[src/rtl/gpio_port_pkg.sv]
package gpio_port_pkg;
  localparam int ADDR_W = 4;

  localparam logic [ADDR_W-1:0] OFS_IN   = 4'd0;
  localparam logic [ADDR_W-1:0] OFS_OUT  = 4'd1;
  localparam logic [ADDR_W-1:0] OFS_DIR  = 4'd2;
  localparam logic [ADDR_W-1:0] OFS_FLAG = 4'd3;
  localparam logic [ADDR_W-1:0] OFS_EDGE = 4'd4;
  localparam logic [ADDR_W-1:0] OFS_IEN  = 4'd5;
  localparam logic [ADDR_W-1:0] OFS_SELA = 4'd6;
  localparam logic [ADDR_W-1:0] OFS_REN  = 4'd7;
  localparam logic [ADDR_W-1:0] OFS_SELB = 4'd8;

  // Encoding is {primary select, secondary select}
  typedef enum logic [1:0] {
    FN_GPIO   = 2'b00,
    FN_OSC    = 2'b01,
    FN_TIMER  = 2'b10,
    FN_SERIAL = 2'b11
  } pin_fn_e;
endpackage

[src/rtl/gpio_sync.sv]
module gpio_sync #(
  parameter int W      = 8,
  parameter int STAGES = 2
) (
  input  logic         clk,
  input  logic         rst,
  input  logic [W-1:0] d,
  output logic [W-1:0] q
);
  logic [W-1:0] st [STAGES];

  always_ff @(posedge clk) begin
    if (rst) st[0] <= '0;
    else     st[0] <= d;
  end

  for (genvar s = 1; s < STAGES; s++) begin : g_stage
    always_ff @(posedge clk) begin
      if (rst) st[s] <= '0;
      else     st[s] <= st[s-1];
    end
  end

  assign q = st[STAGES-1];
endmodule

[src/rtl/gpio_edge_flags.sv]
module gpio_edge_flags #(
  parameter int W = 8
) (
  input  logic         clk,
  input  logic         rst,
  input  logic [W-1:0] lvl,
  input  logic [W-1:0] fall_sel,
  input  logic [W-1:0] ien,
  input  logic         flag_wr,
  input  logic [W-1:0] flag_wdata,
  output logic [W-1:0] flags,
  output logic [W-1:0] evt,
  output logic         irq
);
  logic [W-1:0] lvl_d;
  logic [W-1:0] rise;
  logic [W-1:0] fall;

  assign rise = lvl & ~lvl_d;
  assign fall = ~lvl & lvl_d;
  assign evt  = (rise & ~fall_sel) | (fall & fall_sel);

  always_ff @(posedge clk) begin
    if (rst) begin
      lvl_d <= '0;
      flags <= '0;
      irq   <= 1'b0;
    end else begin
      lvl_d <= lvl;
      if (flag_wr) flags <= flag_wdata | evt;
      else         flags <= flags | evt;
      irq <= |(flags & ien);
    end
  end
endmodule

[src/rtl/gpio_func_mux.sv]
module gpio_func_mux
  import gpio_port_pkg::*;
#(
  parameter int W = 8
) (
  input  logic         clk,
  input  logic         rst,
  input  logic [W-1:0] sel_a,
  input  logic [W-1:0] sel_b,
  input  logic [W-1:0] dir,
  input  logic [W-1:0] outr,
  input  logic [W-1:0] ren,
  input  logic [W-1:0] lvl,
  input  logic [W-1:0] tmr_out,
  input  logic [W-1:0] ser_out,
  input  logic [W-1:0] ser_oe,
  output logic [W-1:0] pin_out,
  output logic [W-1:0] pin_oe,
  output logic [W-1:0] pull_en,
  output logic [W-1:0] pull_up,
  output logic [W-1:0] osc_en,
  output logic [W-1:0] tmr_cap,
  output logic [W-1:0] ser_in
);
  logic [W-1:0] n_out, n_oe, n_pen, n_pup, n_osc, n_cap, n_sin;

  for (genvar i = 0; i < W; i++) begin : g_bit
    pin_fn_e fn;
    assign fn = pin_fn_e'({sel_a[i], sel_b[i]});

    assign n_out[i] = (fn == FN_GPIO)   ? outr[i]    :
                      (fn == FN_TIMER)  ? tmr_out[i] :
                      (fn == FN_SERIAL) ? ser_out[i] : 1'b0;
    assign n_oe[i]  = (fn == FN_GPIO || fn == FN_TIMER) ? dir[i] :
                      (fn == FN_SERIAL) ? ser_oe[i] : 1'b0;
    assign n_pen[i] = ren[i] & ~n_oe[i];
    assign n_pup[i] = n_pen[i] & outr[i];
    assign n_osc[i] = (fn == FN_OSC);
    assign n_cap[i] = (fn == FN_TIMER) & ~dir[i] & lvl[i];
    assign n_sin[i] = (fn == FN_SERIAL) & lvl[i];
  end

  always_ff @(posedge clk) begin
    if (rst) begin
      pin_out <= '0; pin_oe <= '0; pull_en <= '0; pull_up <= '0;
      osc_en  <= '0; tmr_cap <= '0; ser_in <= '0;
    end else begin
      pin_out <= n_out; pin_oe <= n_oe; pull_en <= n_pen; pull_up <= n_pup;
      osc_en  <= n_osc; tmr_cap <= n_cap; ser_in <= n_sin;
    end
  end
endmodule

[src/rtl/gpio_edge_port.sv]
module gpio_edge_port
  import gpio_port_pkg::*;
#(
  parameter int W         = 8,
  parameter int SYNC_DEPTH = 2
) (
  input  logic              clk,
  input  logic              rst,
  input  logic [ADDR_W-1:0] bus_addr,
  input  logic              bus_wr,
  input  logic [W-1:0]      bus_wdata,
  output logic [W-1:0]      bus_rdata,
  input  logic [W-1:0]      pin_in,
  output logic [W-1:0]      pin_out,
  output logic [W-1:0]      pin_oe,
  output logic [W-1:0]      pull_en,
  output logic [W-1:0]      pull_up,
  output logic [W-1:0]      osc_en,
  input  logic [W-1:0]      tmr_out,
  output logic [W-1:0]      tmr_cap,
  input  logic [W-1:0]      ser_out,
  input  logic [W-1:0]      ser_oe,
  output logic [W-1:0]      ser_in,
  output logic              irq
);
  logic [W-1:0] lvl;
  logic [W-1:0] outr, dir, fall_sel, ien, sel_a, sel_b, ren;
  logic [W-1:0] flags, evt;
  logic         flag_wr;

  gpio_sync #(.W(W), .STAGES(SYNC_DEPTH)) u_sync (
    .clk(clk), .rst(rst), .d(pin_in), .q(lvl)
  );

  always_ff @(posedge clk) begin
    if (rst) begin
      outr <= '0; dir <= '0; fall_sel <= '0; ien <= '0;
      sel_a <= '0; sel_b <= '0; ren <= '0;
    end else if (bus_wr) begin
      case (bus_addr)
        OFS_OUT:  outr     <= bus_wdata;
        OFS_DIR:  dir      <= bus_wdata;
        OFS_EDGE: fall_sel <= bus_wdata;
        OFS_IEN:  ien      <= bus_wdata;
        OFS_SELA: sel_a    <= bus_wdata;
        OFS_REN:  ren      <= bus_wdata;
        OFS_SELB: sel_b    <= bus_wdata;
        default: ;
      endcase
    end
  end

  assign flag_wr = bus_wr && (bus_addr == OFS_FLAG);

  gpio_edge_flags #(.W(W)) u_flags (
    .clk(clk), .rst(rst), .lvl(lvl), .fall_sel(fall_sel), .ien(ien),
    .flag_wr(flag_wr), .flag_wdata(bus_wdata),
    .flags(flags), .evt(evt), .irq(irq)
  );

  gpio_func_mux #(.W(W)) u_mux (
    .clk(clk), .rst(rst), .sel_a(sel_a), .sel_b(sel_b), .dir(dir),
    .outr(outr), .ren(ren), .lvl(lvl), .tmr_out(tmr_out),
    .ser_out(ser_out), .ser_oe(ser_oe),
    .pin_out(pin_out), .pin_oe(pin_oe), .pull_en(pull_en),
    .pull_up(pull_up), .osc_en(osc_en), .tmr_cap(tmr_cap), .ser_in(ser_in)
  );

  always_ff @(posedge clk) begin
    if (rst) begin
      bus_rdata <= '0;
    end else begin
      case (bus_addr)
        OFS_IN:   bus_rdata <= lvl;
        OFS_OUT:  bus_rdata <= outr;
        OFS_DIR:  bus_rdata <= dir;
        OFS_FLAG: bus_rdata <= flags;
        OFS_EDGE: bus_rdata <= fall_sel;
        OFS_IEN:  bus_rdata <= ien;
        OFS_SELA: bus_rdata <= sel_a;
        OFS_REN:  bus_rdata <= ren;
        OFS_SELB: bus_rdata <= sel_b;
        default:  bus_rdata <= '0;
      endcase
    end
  end
endmodule

[config.mk]
export PLATFORM = sky130hd
export DESIGN_NAME = gpio_edge_port
export DESIGN_NICKNAME = d
export VERILOG_FILES = /design/src/rtl/gpio_port_pkg.sv /design/src/rtl/gpio_sync.sv /design/src/rtl/gpio_edge_flags.sv /design/src/rtl/gpio_func_mux.sv /design/src/rtl/gpio_edge_port.sv
export SDC_FILE = /design/constraint.sdc
export NUM_CORES = 1
export LEC_CHECK = 0
export CAP_MARGIN = 25
export CORE_ASPECT_RATIO = 1.75
export CORE_MARGIN = 4
export CORE_UTILIZATION = 40
export DETAILED_ROUTE_END_ITERATION = 8
export DONT_BUFFER_PORTS = 1
export GPL_TIMING_DRIVEN = 1
export PLACE_DENSITY_LB_ADDON = 0.05
export SETUP_SLACK_MARGIN = 0.3
export SYNTH_ARGS = -nofsm -noshare
export SYNTH_HDL_FRONTEND = slang
export SYNTH_HIERARCHICAL = 1
export SYNTH_SLANG_ARGS = --single-unit
[constraint.sdc]
create_clock -name clk -period 4.2 [get_ports clk]
set_input_delay 0.84 -clock clk [delete_from_list [all_inputs] [get_ports clk]]
set_output_delay 0.84 -clock clk [all_outputs]
set_load 0.03 [all_outputs]
# After elaboration in Yosys (flattened, before gate mapping)

Memories as Yosys holds them, arrays and structs flattened.
Index checks and enable logic that the tools add are counted.
W data, S select, Z words.

Register bits: 137
Bits in writable memories: 16
Input bits: 47
Output and inout port bits: 65
Logic and storage cells: 193
Memories: 1

Equal/unequal tests: 32
Mux-type cells: 47
Bitwise operators: 69
Reductions and logical operators: 26

Memories:

| memory    | words | bits a word | rd ports | clocked after Yosys merged registers in | wr ports | line            | source |
|---|---|---|---|---|---|---|---|
| u_sync.st | 2     | 8           | 2        | 0                                       | 2        | gpio_sync.sv:10 | `logic [W-1:0] st [STAGES];` |

Operators by type and width:

| operator             | number |
|---|---|
| $pmux W8 S9          | 1 |
| $mux W1              | 43 |
| $and A1 B1 Y1        | 40 |
| $and A8 B8 Y8        | 5 |
| $eq A2 B2 Y1 const B | 16 |
| $mux W8              | 3 |
| $not A8 Y8           | 3 |
| $or A8 B8 Y8         | 3 |
| $eq A2 B1 Y1 const B | 8 |
| $eq A4 B3 Y1 const B | 4 |
| $logic_not A2 Y1     | 8 |
| $not A1 Y1           | 16 |
| $reduce_and A2 Y1    | 7 |
| $eq A4 B2 Y1 const B | 2 |
| $logic_or A1 B1 Y1   | 8 |
| $reduce_or A8 Y1     | 1 |
| $eq A4 B1 Y1 const B | 1 |
| $eq A4 B4 Y1 const B | 1 |
| $logic_not A4 Y1     | 1 |
| $or A1 B1 Y1         | 2 |
| $logic_and A1 B1 Y1  | 1 |

# Longest topological paths before layout

Gate-level depths: netlist of the first run.

Depth after elaboration: 6
Gate-level depth with buffers: 7
Gate-level depth less buffers: 5

# Modules after synthesis

Netlist of the first run, hierarchy kept.

By module, submodules not included:

| module          | instances | cells an instance | area each (um^2) | sequential area each (um^2) |
|---|---|---|---|---|
| gpio_edge_port  | 1         | 331               | 2980.4           | 1281.2 |
| gpio_func_mux   | 1         | 177               | 1884.3           | 1121.1 |
| gpio_edge_flags | 1         | 72                | 732.0            | 340.3 |
| gpio_sync       | 1         | 33                | 464.2            | 320.3 |

# Worst setup path after synthesis of the first run

Ideal clock, no wire load.

Kind: input to register
Start: input bus_addr[1]
End: register fall_sel[3]
Library setup time: 0.128 ns
Arrival time: 1.826 ns
Data required time: 4.072 ns
Slack: 2.246 ns
Stages: 6
Buffers on the path: 3
Cells stage by stage: buf_2 > buf_4 > or3_1 > buf_6 > mux2i_1 > nor2_1

Longest elaborated chain between the ends: 2

Ends and longest elaborated chain:

| element                     | line                 | source |
|---|---|---|
| start, declared             | gpio_edge_port.sv:9  | `input logic [ADDR_W-1:0] bus_addr,` |
| $eq A4 B3 Y1                | gpio_edge_port.sv:40 | `case (bus_addr)` |
| $reduce_and A2 Y1 (no line) | -                    |  |
| end signal, assigned        | gpio_edge_port.sv:43 | `OFS_EDGE: fall_sel <= bus_wdata;` |
| end, declared               | gpio_edge_port.sv:27 | `logic [W-1:0] outr, dir, fall_sel, ien, sel_a, sel_b, ren;` |

No other way between the ends.
A chain may end at the register's enable or synchronous reset.

# Worst setup path in the final report of the first run

Start: input bus_addr[0]
End: register sel_b[0]

Longest elaborated chain between the ends: 2

Ends and longest elaborated chain:

| element                     | line                 | source |
|---|---|---|
| $eq A4 B4 Y1                | gpio_edge_port.sv:40 |  |
| $reduce_and A2 Y1 (no line) | -                    |  |
| end signal, assigned        | gpio_edge_port.sv:47 | `OFS_SELB: sel_b <= bus_wdata;` |
| end, declared               | gpio_edge_port.sv:27 |  |

No other way between the ends.

==> impl_metrics.json, run 1 <==
{
  "hold_start": "u_sync/st[0][0]",
  "worstSetupPathType": "in2reg",
  "nNetsFinal": 637,
  "rrSetupSlack_ns": 2.86,
  "leakagePower_nw": 2.44,
  "n_antenna_cell": 0,
  "worst_setup_path_start_kind": "input port",
  "synth_warnings": 6,
  "fin_crit_ns": 2.13,
  "grt_pass1_wl_um": 24800,
  "fp-row-count": 59,
  "cts_root_buf": "clkbuf_16",
  "arrival_ns": 2.44,
  "design.core.area_um2": 14800,
  "first_iter_violations": 213,
  "gp_congestion": 0.842,
  "grt_pass1_vias": 4213,
  "vdd_drop_max_mv": 0.243,
  "hold_depth": 1,
  "path_clk_slew_ns": 0.06,
  "first_pass_iters": 4,
  "outcome": "finished clean",
  "cts_resized": 0,
  "worstPathRequired_ns": 4.51,
  "grt_usage": 0.190,
  "postRouteAntennaNets": 0,
  "antenna_found_initial": 0,
  "die_width_um": 101,
  "synthesis.area_um2": 6030,
  "synth_cells": 605,
  "stdcell_count": 786,
  "wl_met3_um": 763,
  "worstHoldEndpoint": "u_sync/st[1][0]",
  "grt_setup_unrepaired": "false",
  "htree_num_levels": 4,
  "ios": 112,
  "avgViaCountPerCell": 5.56,
  "holdBufCountCts": 0,
  "overflow": 0,
  "cts_buffers": 17,
  "slew_viol_final": 0,
  "cts_tree": "done",
  "area_delta_synth_final_pct": 9.85,
  "drt-total-wl_um": 16000,
  "finalCritPeriodShare": 0.506,
  "worst_slew_pin_slew_ns": 1.01,
  "skew_ns": 0.00930,
  "via_count": 4370,
  "drive_gt1_frac": 0.0995,
  "whs_ns": 0.435,
  "clock.fmax_ghz": 0.470,
  "fin_setup_tns_ns": 0,
  "grt_max_degree": 134,
  "start_util": 0.406,
  "port_buffers": 0,
  "post-place-cells": 754,
  "end_kind": "flip-flop",
  "dpl.hpwl_um": 11000,
  "route.detailed.drc": 0,
  "reg2regPathDepth": 4,
  "routed.top_layer": "met4",
  "cp_max_fo": 35,
  "syn_avg_cell_area_um2": 9.97,
  "finalSetupViolations": 0,
  "wl_per_cell_um": 20.4,
  "regToRegEndpoint": "bus_rdata[0]",
  "syn_nets": 652,
  "slew_headroom": 0.323,
  "clock_latency_ns": 0.42,
  "fin_area_um2": 6630,
  "hp-class": "reg2reg",
  "postCtsSetupRepairBufs": 0,
  "dr_wl_met2_um": 7980,
  "rr_startpoint": "u_sync/st[1][0]",
  "clockBufferDepth": 2,
  "dpl_cell_area_um2": 6050,
  "cts.sinks": 153,
  "fin_ws_ns": 2.07,
  "power_density_nw_per_um2": 462,
  "dieArea_um2": 17200,
  "hold_violations": 0,
  "drt-met1-wl_um": 7000,
  "dp_slack_ns": 1.64,
  "die_h_um": 170,
  "drv_cap": 0
}
[state kept, by name (all words and copies together) (netlist names)]
register       count
u_mux/osc_en       8
u_sync/st         16
u_mux/pull_up      8
outr               8
ien                8
dir                8
u_mux/tmr_cap      8
bus_rdata          8
u_flags/flags      8
u_mux/pin_out      8
u_mux/ser_in       8
u_flags/irq        1
u_flags/lvl_d      8
u_mux/pull_en      8
sel_a              8
ren                8
sel_b              8
fall_sel           8
u_mux/pin_oe       8
[metal layers]
metal / GRT usage / up-vias
met5: 0 / -
met4: 0.0739 / 0
met3: 0.0373 / 20
met2: 0.311 / 126
met1: 0.245 / 2096
li1: - / 2128
[power breakdown]
part	internal, mW	total (mW)	switching, mW
Sequential	1.48	1.51	0.0318
Clock	0.854	1.48	0.621
Combinational	0.0436	0.0799	0.0363
[final cells by class]
type	instances	area, um^2
well taps	183	229
flip-flops and latches	153	3060
clock inverters	12	119
clock buffers	20	457
inverters	7	26.3
multi-input cells	411	2730
fillers	1436	8210
[through the flow]
| step | total power, mW | util |
|---|---|---|
| floorplan | 1.63 | - |
| global placement | 1.62 | 0.408 |
| detailed placement | 1.62 | 0.408 |
| CTS | 3.11 | 0.446 |
| global route | 3.18 | 0.446 |
| finish | 3.06 | 0.446 |
[worst max path at each step]
stage | start | endpoint | depth (start not counted)
after CTS | bus_addr[0] | sel_b[0] | 4
after global placement | bus_addr[0] | sel_b[2] | 4
final | bus_addr[0] | sel_b[0] | 4
after detailed placement | bus_addr[0] | sel_b[0] | 4
after floorplan | bus_addr[1] | fall_sel[3] | 6
after global routing | bus_addr[0] | sel_b[3] | 4
[worst max-delay path: stages]
cell     delay [ns]
nor4b_4        0.86
nand2_1        0.47
nand2_1        0.17
a21oi_1        0.08
[placed cells by master, fill, tap and decap left out, drive strengths merged, types with 8 or more instances in the layout]
cell / instances
mux2i: 58
a21oi: 39
nor2b: 29
a211oi: 12
dfxtp: 153
nor2: 54
or3b: 10
nand2: 44
and2b: 13
and4bb: 8
clkbuf: 20
o21ai: 22
and2: 8
nand3: 17
nand3b: 13
nor4: 10
a31oi: 18
inv: 9
(Power assumes the default switching activity.)
==> run 2, diff against run 1 <==
- clock period: 4.2 -> 1.8 ns (I/O delays scaled with it)
==> impl_metrics.json, run 2 (same netlist as run 1, synthesis figures left out) <==
{
  "drive_gt1_frac": 0.113,
  "total_power_mw": 7.45,
  "slowest_stage": "dfxtp_1",
  "path_buf_inv": 0,
  "via_count": 4472,
  "fp-row-count": 59,
  "largest_register": "u_sync/st",
  "skew_ns": 0.00802,
  "cts.sinks": 153,
  "cts_tree": "done",
  "grt_usage": 0.190,
  "first_pass_iters": 6,
  "whs_ns": 0.0121,
  "outcome": "finished clean",
  "ios": 112,
  "dpl.hpwl_um": 10900,
  "overflow": 0,
  "fin_setup_tns_ns": 0,
  "grt_pass1_vias": 4252,
  "cp_max_fo": 5,
  "htree_num_levels": 4,
  "setup.worst_path.start": "u_sync/st[1][0]",
  "drv_cap": 0,
  "die_width_um": 101,
  "final_common_cell": "dfxtp_1",
  "leakagePower_nw": 2.54,
  "grt_setup_unrepaired": "false",
  "avgViaCountPerCell": 5.58,
  "nNetsFinal": 653,
  "rr_startpoint": "u_sync/st[1][0]",
  "cp_top_family": "compound AO/OA/AOI/OAI gates",
  "slew_viol_final": 0,
  "postRouteAntennaNets": 0,
  "hp-class": "in2reg",
  "power_density_nw_per_um2": 1090,
  "largest_reg_flops": 16,
  "vdd_drop_max_mv": 0.596,
  "rrSetupSlack_ns": 0.50,
  "reg2regPathDepth": 4,
  "worst_slew_pin_slew_ns": 0.522,
  "clock.fmax_ghz": 0.767,
  "wl_per_cell_um": 20.0,
  "gp_congestion": 0.861,
  "cts_root_buf": "clkbuf_16",
  "grt_pass1_wl_um": 24900,
  "dieArea_um2": 17200,
  "finalSetupViolations": 0,
  "drt-total-wl_um": 16100,
  "arrival_ns": 1.65,
  "grt_max_degree": 124,
  "postCtsSetupRepairBufs": 0,
  "layout_common_cells": "dfxtp_1, mux2i_1, nor2_1",
  "cts_buffers": 17,
  "worst_setup_path_start_kind": "flip-flop",
  "regToRegEndpoint": "bus_rdata[0]",
  "die_h_um": 170,
  "fin_crit_ns": 1.30,
  "critPathMaxStageDelay_ns": 0.50,
  "first_iter_violations": 318,
  "end_kind": "flip-flop",
  "n_antenna_cell": 0,
  "start_util": 0.406,
  "crit_chain": "nor3b_1 -> a31oi_1 -> o32a_1 -> a21oi_1",
  "antenna_found_initial": 0,
  "hold_violations": 0,
  "finalCritPeriodShare": 0.725,
  "crit_cells": 4,
  "slew_headroom": 0.649,
  "cp-endpoint": "bus_rdata[0]",
  "clock_latency_ns": 0.42,
  "path_clk_slew_ns": 0.06,
  "clockBufferDepth": 2,
  "route.detailed.drc": 0,
  "area_delta_synth_final_pct": 13.0,
  "port_buffers": 0,
  "worstSetupPathType": "reg2reg",
  "worstPathRequired_ns": 2.15,
  "design.core.area_um2": 14800
}
## run 2: cell count changes in the layout (fill, tap and decap cells not counted)
cell / before / now
buf_4: 0 / 9
dlygate4sd3_1: 0 / 6
bufinv_16: 1 / 3
inv_6: 1 / 3
buf_12: 0 / 1
clkinv_2: 2 / 1
clkinv_4: 5 / 4
clkinvlp_4: 2 / 1
inv_8: 1 / 0
## run 2: cell type report
type,instances,area [um^2]
clock buffer,20,457
sequential,153,3060
fill,1426,8020
clock inverter,12,164
timing repair buffer,16,148
multi-input combinational,411,2730
tap,183,229
inverter,7,26.3
## run 2: stage by stage
stage          utilization  cell area (um^2)  cells  worst slack [ns]
2_1_floorplan            -              6030    605             0.326
3_3_place_gp         0.414              6140    764             0.274
3_5_place_dp         0.414              6140    764             0.224
4_1_cts              0.459              6810    801             0.468
5_1_grt              0.459              6820    802             0.373
6_report             0.459              6820    802             0.496
## run 2: worst register-to-register path, delay by kind of cell, from the launching register on
kind / cells / cell delay (ns)
simple gates: 1 / 0.22
compound gates: 3 / 0.52
flops: 1 / 0.50
## run 2: worst min path at each step
| stage | from | end | cells after the start |
|---|---|---|---|
| after CTS | rst | u_flags/flags[0] | 1 |
| after floorplan | u_sync/st[0][3] | u_sync/st[1][3] | 1 |
| after detailed placement | u_sync/st[0][3] | u_sync/st[1][3] | 1 |
| after global routing | rst | u_mux/pin_out[1] | 1 |
| after global placement | u_sync/st[0][2] | u_sync/st[1][2] | 1 |
| final | rst | outr[7] | 1 |
## run 2: per-layer routing
metal	GRT usage	part of all wire	vias up
met3	0.0476	0.062	18
li1	-	-	2157
met4	0.0657	0.017	0
met1	0.248	0.43	2153
met5	0	0	-
met2	0.304	0.49	144
## run 2: what timing repair did
| item | in CTS | in global routing |
|---|---|---|
| hold endpoints to repair | 5 | 1 |
| resized for setup | 0 | 0 |
| hold buffers | 5 | 1 |
## run 2: power by group
group          internal, mW  switching [mW]  leakage [nW]
clock network          2.27            1.44         0.302
registers              3.44          0.0723          1.24
logic                 0.118          0.0983         0.999
total                  5.84            1.62          2.54
==> run 3, diff against run 2 <==
- ABC_AREA: default -> 1
- clock period: 1.8 -> 1.3 ns (I/O delays scaled with it)
==> impl_metrics.json, run 3 <==
{
  "worstSetupPathType": "reg2out",
  "vdd_drop_max_mv": 0.835,
  "syn_nets": 876,
  "first_iter_violations": 503,
  "drt-total-wl_um": 17400,
  "dpl.hpwl_um": 12100,
  "worstPathRequired_ns": 1.04,
  "via_count": 5590,
  "route.detailed.drc": 0,
  "wl_per_cell_um": 16.9,
  "fp-row-count": 60,
  "worst_slew_pin_slew_ns": 0.315,
  "multi_input_area_um2": 2630,
  "cts_tree": "done",
  "area_delta_synth_final_pct": 19.1,
  "power_density_nw_per_um2": 1350,
  "finalCritPeriodShare": 0.834,
  "grt_usage": 0.199,
  "cell_internal_pwr_mw": 7.59,
  "final_common_cell": "nand3_1",
  "rr_startpoint": "u_sync/st[1][0]",
  "stdcell_count": 1030,
  "slew_viol_final": 0,
  "htree_num_levels": 4,
  "ios": 112,
  "power.switching_fraction": 0.250,
  "grt_max_degree": 132,
  "cts_buffers": 17,
  "layout_common_cells": "nand3_1, nand2_1, inv_1",
  "hold_violations": 83,
  "largest_register": "u_sync/st",
  "leakagePower_nw": 2.80,
  "hold_start": "rst",
  "fin_area_um2": 7490,
  "setup.worst_path.start": "bus_rdata[2]",
  "finalSetupViolations": 0,
  "first_pass_iters": 5,
  "synth_warnings": 6,
  "worstHoldEndpoint": "u_sync/st[1][3]",
  "regToRegEndpoint": "bus_rdata[0]",
  "die_width_um": 103,
  "p_clk_frac": 0.487,
  "design.core.area_um2": 15400,
  "hold_depth": 1,
  "worst_setup_path_start_kind": "flip-flop",
  "total_power_mw": 10.1,
  "end_kind": "output port",
  "port_buffers": 0,
  "outcome": "finished with violations",
  "drive_gt1_frac": 0.193,
  "failed_checks": "negative hold slack",
  "fin_crit_ns": 1.08,
  "arrival_ns": 0.82,
  "cts_root_buf": "clkbuf_16",
  "postCtsSetupRepairBufs": 0,
  "gp_congestion": 0.882,
  "start_util": 0.409,
  "seq_power_share": 0.470,
  "overflow": 0,
  "n_antenna_cell": 0,
  "combPwrFrac": 0.044,
  "drv_cap": 0,
  "skew_ns": 0.00879,
  "largest_reg_flops": 16,
  "hp-class": "in2reg",
  "avgViaCountPerCell": 5.43,
  "cp_max_fo": 1,
  "antenna_found_initial": 0,
  "post-place-cells": 990,
  "clock.fmax_ghz": 0.922,
  "cts.sinks": 153,
  "dpl_cell_area_um2": 6560,
  "die_h_um": 174,
  "slew_headroom": 0.789,
  "n_fill_cell": 1510,
  "dieArea_um2": 17900,
  "clockBufferDepth": 2,
  "synth_cells": 829,
  "whs_ns": -0.106,
  "reg2regPathDepth": 4,
  "synthesis.area_um2": 6290,
  "p_sw_mw": 2.53,
  "grt_pass1_wl_um": 27900,
  "syn_avg_cell_area_um2": 7.59,
  "clock_latency_ns": 0.42,
  "seq_area_um2": 3330,
  "postRouteAntennaNets": 0,
  "grt_pass1_vias": 5228,
  "path_clk_slew_ns": 0.07,
  "crit_cells": 0,
  "holdBufCountCts": 8,
  "grt_setup_unrepaired": "true",
  "nNetsFinal": 878,
  "rrSetupSlack_ns": 0.37,
  "fin_setup_tns_ns": 0
}
[run 3: area by class of cell]
cell class / count / share of cell area
clock inverter: 14 / 0.0205
timing repair buffer: 26 / 0.0421
inverter: 101 / 0.0524
clock buffer: 18 / 0.0586
multi-input combinational: 532 / 0.351
sequential: 153 / 0.444
tap: 186 / 0.0311
[run 3: worst max path at each step]
| stage | endpoint | slack [ns] |
|---|---|---|
| finish | bus_rdata[2] | 0.22 |
| global placement | bus_rdata[3] | 0.05 |
| detailed placement | bus_rdata[0] | 0.03 |
| CTS | bus_rdata[2] | 0.19 |
| floorplan | u_flags/flags[0] | 0.16 |
| global route | tmr_cap[0] | 0.19 |
[run 3: per-layer routing]
layer / vias up / global-route usage / part of all wire
met4: 0 / 0.0648 / 0.017
li1: 2742 / - / -
met3: 22 / 0.0418 / 0.075
met2: 227 / 0.328 / 0.50
met1: 2599 / 0.257 / 0.41
met5: - / 0 / 0
[run 3: timing repair]
action                                 in CTS  in global routing
cloned                                      0                  0
setup endpoints to repair                  68                 98
endpoints found under the hold margin     129                121
resized for setup                         133                 15
[run 3: through the flow]
| step | hold slack, ns | util | worst slack [ns] |
|---|---|---|---|
| global placement | 0.339 | 0.426 | 0.0502 |
| CTS | -0.107 | 0.486 | 0.191 |
| detailed placement | 0.342 | 0.426 | 0.0314 |
| finish | -0.106 | 0.487 | 0.216 |
| global route | -0.126 | 0.487 | 0.186 |
| floorplan | 0.367 | - | 0.156 |
[run 3: power groups by stage]
stage,logic [mW],registers [mW],clock network (mW)
3_3_place_gp,0.417,4.98,0
3_5_place_dp,0.425,4.98,0
2_1_floorplan,0.404,4.95,0
5_1_grt,0.497,4.76,5.31
4_1_cts,0.445,4.75,5.06
6_report,0.445,4.75,4.92
